**src/rtl/rwg_pkg.sv**
```systemverilog
package rwg_pkg;
  typedef enum logic [1:0] {
    KSEL_NONE = 2'd0,
    KSEL_FIRST = 2'd1,
    KSEL_SECOND = 2'd2
  } kick_sel_e;
endpackage

```
**src/rtl/kick_decode.sv**
```systemverilog
module kick_decode
  import rwg_pkg::*;
#(
  parameter int ADDR_W = 8,
  parameter int DATA_W = 32,
  parameter logic [ADDR_W-1:0] KICK0_OFS = 8'h6C,
  parameter logic [ADDR_W-1:0] KICK1_OFS = 8'h70,
  parameter logic [DATA_W-1:0] KEY0 = 32'h83E70B13,
  parameter logic [DATA_W-1:0] KEY1 = 32'h95A4F1E0
) (
  input  logic              wr,
  input  logic [ADDR_W-1:0] addr,
  input  logic [DATA_W-1:0] wdata,
  output kick_sel_e         sel,
  output logic              key_ok,
  output logic              prot_wr
);
  always_comb begin
    sel = KSEL_NONE;
    key_ok = 1'b0;
    if (addr == KICK0_OFS) begin
      sel = KSEL_FIRST;
      key_ok = (wdata == KEY0);
    end else if (addr == KICK1_OFS) begin
      sel = KSEL_SECOND;
      key_ok = (wdata == KEY1);
    end
    prot_wr = wr && (sel == KSEL_NONE);
  end
endmodule

```
**src/rtl/lock_fsm.sv**
```systemverilog
module lock_fsm
  import rwg_pkg::*;
(
  input  logic      clk,
  input  logic      rst,
  input  logic      wr,
  input  kick_sel_e sel,
  input  logic      key_ok,
  output logic      unlocked
);
  logic armed;

  always_ff @(posedge clk) begin
    if (rst) begin
      armed    <= 1'b0;
      unlocked <= 1'b0;
    end else if (wr) begin
      case (sel)
        KSEL_FIRST: begin
          if (key_ok) begin
            armed <= 1'b1;
          end else begin
            armed    <= 1'b0;
            unlocked <= 1'b0;
          end
        end
        KSEL_SECOND: begin
          unlocked <= key_ok && armed;
        end
        default: ;
      endcase
    end
  end


  unlock_needs_arm_chk: assert property (@(posedge clk) disable iff (rst)
    $rose(unlocked) |-> $past(wr && sel == KSEL_SECOND && key_ok && armed));


  relock_on_bad_key_chk: assert property (@(posedge clk) disable iff (rst)
    (wr && sel != KSEL_NONE && !key_ok) |=> !unlocked);
endmodule

```
**src/rtl/write_gate.sv**
```systemverilog
module write_gate #(
  parameter int ADDR_W = 8,
  parameter int DATA_W = 32
) (
  input  logic              clk,
  input  logic              rst,
  input  logic              wr,
  input  logic              prot_wr,
  input  logic              open_now,
  input  logic [ADDR_W-1:0] addr,
  input  logic [DATA_W-1:0] wdata,
  output logic              rf_wr,
  output logic [ADDR_W-1:0] rf_addr,
  output logic [DATA_W-1:0] rf_wdata
);
  always_ff @(posedge clk) begin
    if (rst) begin
      rf_wr    <= 1'b0;
      rf_addr  <= '0;
      rf_wdata <= '0;
    end else begin
      rf_wr <= prot_wr && open_now;
      if (prot_wr && open_now) begin
        rf_addr  <= addr;
        rf_wdata <= wdata;
      end
    end
  end


  locked_block_chk: assert property (@(posedge clk) disable iff (rst)
    (prot_wr && !open_now) |=> !rf_wr);


  open_pass_chk: assert property (@(posedge clk) disable iff (rst)
    (prot_wr && open_now) |=> (rf_wr && rf_wdata == $past(wdata) && rf_addr == $past(addr)));


  kick_no_forward_chk: assert property (@(posedge clk) disable iff (rst)
    (wr && !prot_wr) |=> !rf_wr);
endmodule

```
**src/rtl/regfile_write_guard.sv**
```systemverilog
module regfile_write_guard
  import rwg_pkg::*;
#(
  parameter int ADDR_W = 8,
  parameter int DATA_W = 32,
  parameter logic [ADDR_W-1:0] KICK0_OFS = 8'h6C,
  parameter logic [ADDR_W-1:0] KICK1_OFS = 8'h70,
  parameter logic [DATA_W-1:0] KEY0 = 32'h83E70B13,
  parameter logic [DATA_W-1:0] KEY1 = 32'h95A4F1E0
) (
  input  logic              clk,
  input  logic              rst,
  input  logic              bus_wr,
  input  logic [ADDR_W-1:0] bus_addr,
  input  logic [DATA_W-1:0] bus_wdata,
  input  logic [DATA_W-1:0] rf_rdata,
  output logic [DATA_W-1:0] bus_rdata,
  output logic              rf_wr,
  output logic [ADDR_W-1:0] rf_addr,
  output logic [DATA_W-1:0] rf_wdata,
  output logic              unlocked
);
  kick_sel_e sel;
  logic      key_ok;
  logic      prot_wr;

  kick_decode #(
    .ADDR_W(ADDR_W), .DATA_W(DATA_W),
    .KICK0_OFS(KICK0_OFS), .KICK1_OFS(KICK1_OFS),
    .KEY0(KEY0), .KEY1(KEY1)
  ) u_dec (
    .wr(bus_wr), .addr(bus_addr), .wdata(bus_wdata),
    .sel(sel), .key_ok(key_ok), .prot_wr(prot_wr)
  );

  lock_fsm u_fsm (
    .clk(clk), .rst(rst), .wr(bus_wr), .sel(sel),
    .key_ok(key_ok), .unlocked(unlocked)
  );

  write_gate #(.ADDR_W(ADDR_W), .DATA_W(DATA_W)) u_gate (
    .clk(clk), .rst(rst), .wr(bus_wr), .prot_wr(prot_wr),
    .open_now(unlocked), .addr(bus_addr), .wdata(bus_wdata),
    .rf_wr(rf_wr), .rf_addr(rf_addr), .rf_wdata(rf_wdata)
  );

  // key registers read as zero, all else passes through
  assign bus_rdata = (sel == KSEL_NONE) ? rf_rdata : '0;
endmodule

```
**config.mk**
```make
export PLATFORM = sky130hd
export DESIGN_NAME = regfile_write_guard
export DESIGN_NICKNAME = d
export VERILOG_FILES = /design/src/rtl/rwg_pkg.sv /design/src/rtl/kick_decode.sv /design/src/rtl/lock_fsm.sv /design/src/rtl/write_gate.sv /design/src/rtl/regfile_write_guard.sv
export SDC_FILE = /design/constraint.sdc
export NUM_CORES = 1
export LEC_CHECK = 0
export BUFFER_PORTS_ARGS = -buffer_cell sky130_fd_sc_hd__buf_4
export CAP_MARGIN = 20
export CELL_PAD_IN_SITES_DETAIL_PLACEMENT = 1
export CELL_PAD_IN_SITES_GLOBAL_PLACEMENT = 1
export CORE_ASPECT_RATIO = 0.8
export CORE_MARGIN = 1.5
export CORE_UTILIZATION = 27
export DETAILED_ROUTE_END_ITERATION = 8
export PLACE_DENSITY = 0.88
export SETUP_SLACK_MARGIN = 0.02
export SLEW_MARGIN = 15
export SYNTH_ARGS = -nofsm -noshare
export SYNTH_HDL_FRONTEND = slang
export SYNTH_SLANG_ARGS = --single-unit
```
**constraint.sdc**
```tcl
create_clock -name clk -period 1.7 [get_ports clk]
set_input_delay 0.17 -clock clk [delete_from_list [all_inputs] [get_ports clk]]
set_output_delay 0.17 -clock clk [all_outputs]
set_load 0.05 [all_outputs]
```
==> flow_summary_export.csv <==
group,metric,value,unit
power,power_leakage,0.00141,uW
drt,wl_per_cell,16.2,um
synthesis,synth_area_leaders,"dfxtp_1 42%, and2_1 10%, a21oi_1 9.7%",
synthesis,synth_area_leader_cell,"dfxtp_1",
synthesis,syn_inst,259,
clock_tree,postCtsHoldBufs,0,
final_layout,diodes,0,
sta,max_freq,0.623,GHz
clock_tree,cts.path.max_buffers,2,
critical_path,cp_max_fo,35,
clock_tree,ctsHtreeMaxLevel,2,
sta,setup_viol_count_final,0,
critical_path,arrival,1.44,ns
sta,tns,0,ns
placement,gp_congestion,0.760,
sta,maxSlewHeadroom,0.686,
critical_path,r2r_setup_slack,0.41,ns
critical_path,crit_type,"input pin to output port",
synthesis,synthArstFlopShare,0,
outcome,outcome,"finished clean",
grt,grt_overflow_total,0,
synthesis,ys_types,32,
floorplan,core.rowCount,28,
placement,port-buffer-count,148,
power,ir_worst_vdd,0.000267,V
floorplan,core,0.00743,mm^2
floorplan,io_pins,149,
critical_path,cp-start-kind,"input pin",
drt,vias,2453,
final_layout,nets,474,
grt,grt_util_all_layers,0.199,
drt,first_pass_iters,4,
floorplan,dieWidth,101,um
grt,grt_pass1_vias,2531,
floorplan,die_h,81.4,um
clock_tree,clock_sinks,43,
grt,grt_pass1_wl,12700,um
placement,dp_hpwl,6200,um
placement,place_ws,0.0166,ns
clock_tree,cts_buffers,5,
synthesis,syn-mean-instance-area,8.00,um^2
floorplan,start_util,0.279,
grt,antenna_found_initial,0,
critical_path,r2r-start,"u_fsm.unlocked",
drt,ant_nets,0,
drt,route.detailed.drc,0,
clock_tree,clk-insertion-delay-late,0.29,ns
worst_hold_path,hold_path_class,"input pin to register",
sta,whs,0.144,ns
grt,grt_max_degree,45,
sta,setup_ws,0.0940,ns
clock_tree,cts_tree,"yes",
synthesis,syn_area,0.00207,mm^2
sta,period_minus_slack,1.61,ns
worst_hold_path,hp-start,"bus_wdata[30]",
critical_path,worstPathRequired,1.53,ns
drt,drtIter0Drc,74,
power,pwr_density_cell,618,mW/mm^2
drt,via_per_inst,4.86,
synthesis,synth-seq-area-share,0.415,
power,power,2080,uW
floorplan,dieArea,0.00822,mm^2
sta,worstMarginPinSlew,0.464,ns
sta,period_share,0.945,
sta,maxSlewViolCount,0,
critical_path,critPathLaunch,"bus_addr[2]",
synthesis,syn_nets,334,
synthesis,synthFlopType,"dfxtp_1",
final_layout,fin_cells,505,
sta,rsz0062_at_grt,"no",
synthesis,synth_top_area_frac,0.415,
sta,finalHoldViolCount,0,
placement,dp.cells,497,
final_layout,drive_gt1_frac,0.425,
job,maxCapViolCount,0,
synthesis,synth_warnings,0,
drt,wl,8200,um
clock_tree,clkTransAtPathRegs,0.09,ns
sta,fin_skew,0.00734,ns
final_layout,synthToLayoutAreaGrowth,62.7,%
synthesis,ys_ff_latch,43,
clock_tree,clock-root-buffer,"clkbuf_8",
critical_path,critPathCaptureType,"output port",
synthesis,synth-edff-count,0,
[cells in the mapped netlist, types with 2 or more instances]
| library cell | number |
|---|---|
| dfxtp_1 | 43 |
| a21oi_1 | 40 |
| nand3_1 | 38 |
| and2_1 | 33 |
| o21ai_0 | 33 |
| clkbuf_1 | 14 |
| o21ai_1 | 10 |
| buf_2 | 7 |
| buf_1 | 4 |
| nand2_1 | 4 |
| nand4_1 | 4 |
| nand4b_1 | 3 |
| nor2_1 | 3 |
| nor2b_1 | 2 |
| nor4b_1 | 2 |
| o211ai_1 | 2 |
| or4b_1 | 2 |
[per-stage QoR]
stage | utilization | area (um^2)
floorplan | - | 2070
global placement | 0.443 | 3290
detailed placement | 0.443 | 3290
CTS | 0.454 | 3370
global route | 0.454 | 3370
finish | 0.454 | 3370
[worst paths after layout]
kind	to	cells after the start
setup / recovery	bus_rdata[10]	6
hold / removal	u_gate.rf_wdata[30]	3
setup reg to reg	u_gate.rf_wdata[4]	4
hold reg to reg	u_gate.rf_wdata[23]	2
[cell type report]
class / instances / area, um^2
sequential: 43 / 861
multi-input combinational: 191 / 1110
timing repair buffer: 158 / 1190
clock inverter: 1 / 5.00
clock buffer: 7 / 76.3
fill: 953 / 4050
tap: 105 / 131
[flip-flops by register name, indices dropped and copies added (netlist names)]
register,flops
u_gate.rf_wr,1
u_fsm.armed,1
u_fsm.unlocked,1
u_gate.rf_addr,8
u_gate.rf_wdata,32
[cells in the final DEF (no fill, tap or decap), types with 2 or more instances in the layout]
| cell type | count |
|---|---|
| a21oi_1 | 40 |
| and2_1 | 33 |
| buf_4 | 157 |
| clkbuf_1 | 2 |
| clkbuf_8 | 5 |
| dfxtp_1 | 43 |
| nand2_1 | 4 |
| nand3_1 | 38 |
| nand4_1 | 4 |
| nand4b_1 | 3 |
| nor2_1 | 3 |
| nor2b_1 | 2 |
| nor4b_1 | 2 |
| o211ai_1 | 2 |
| o21ai_0 | 33 |
| o21ai_1 | 10 |
| or4b_1 | 2 |
[critical path, stage by stage]
cell and delay, ns:
buf_4 0.13, and3b_1 0.21, o211ai_1 0.27, buf_6 0.27
and2_1 0.18, buf_4 0.20
[routing by layer]
layer | global-route usage | up-vias | wire, um
li1 | - | 1205 | -
met1 | 0.245 | 1183 | 3640
met2 | 0.357 | 61 | 4070
met3 | 0.0473 | 4 | 462
met4 | 0.0403 | 0 | 29
met5 | 0 | - | 0
[kinds of logic after synthesis]
| group | Yosys count | synth area share |
|---|---|---|
| flip-flops | 43 | 0.415 |
| buffers and inverters | 25 | 0.0495 |
| AO/OA/AOI/OAI | 86 | 0.212 |
| AND/OR/NAND/NOR | 105 | 0.323 |
[power breakdown]
part,switching [uW],internal [uW]
Clock,337,289
Combinational,258,194
Sequential,0.000000000000353,1010
Total,595,1490
[repair_timing]
action                     in CTS  in global routing
resized for setup               0                  1
setup endpoints to repair       0                 32
hold endpoints to repair        0                  0
setup buffers                   0                  0
Power figures use the tool's default switching activity.
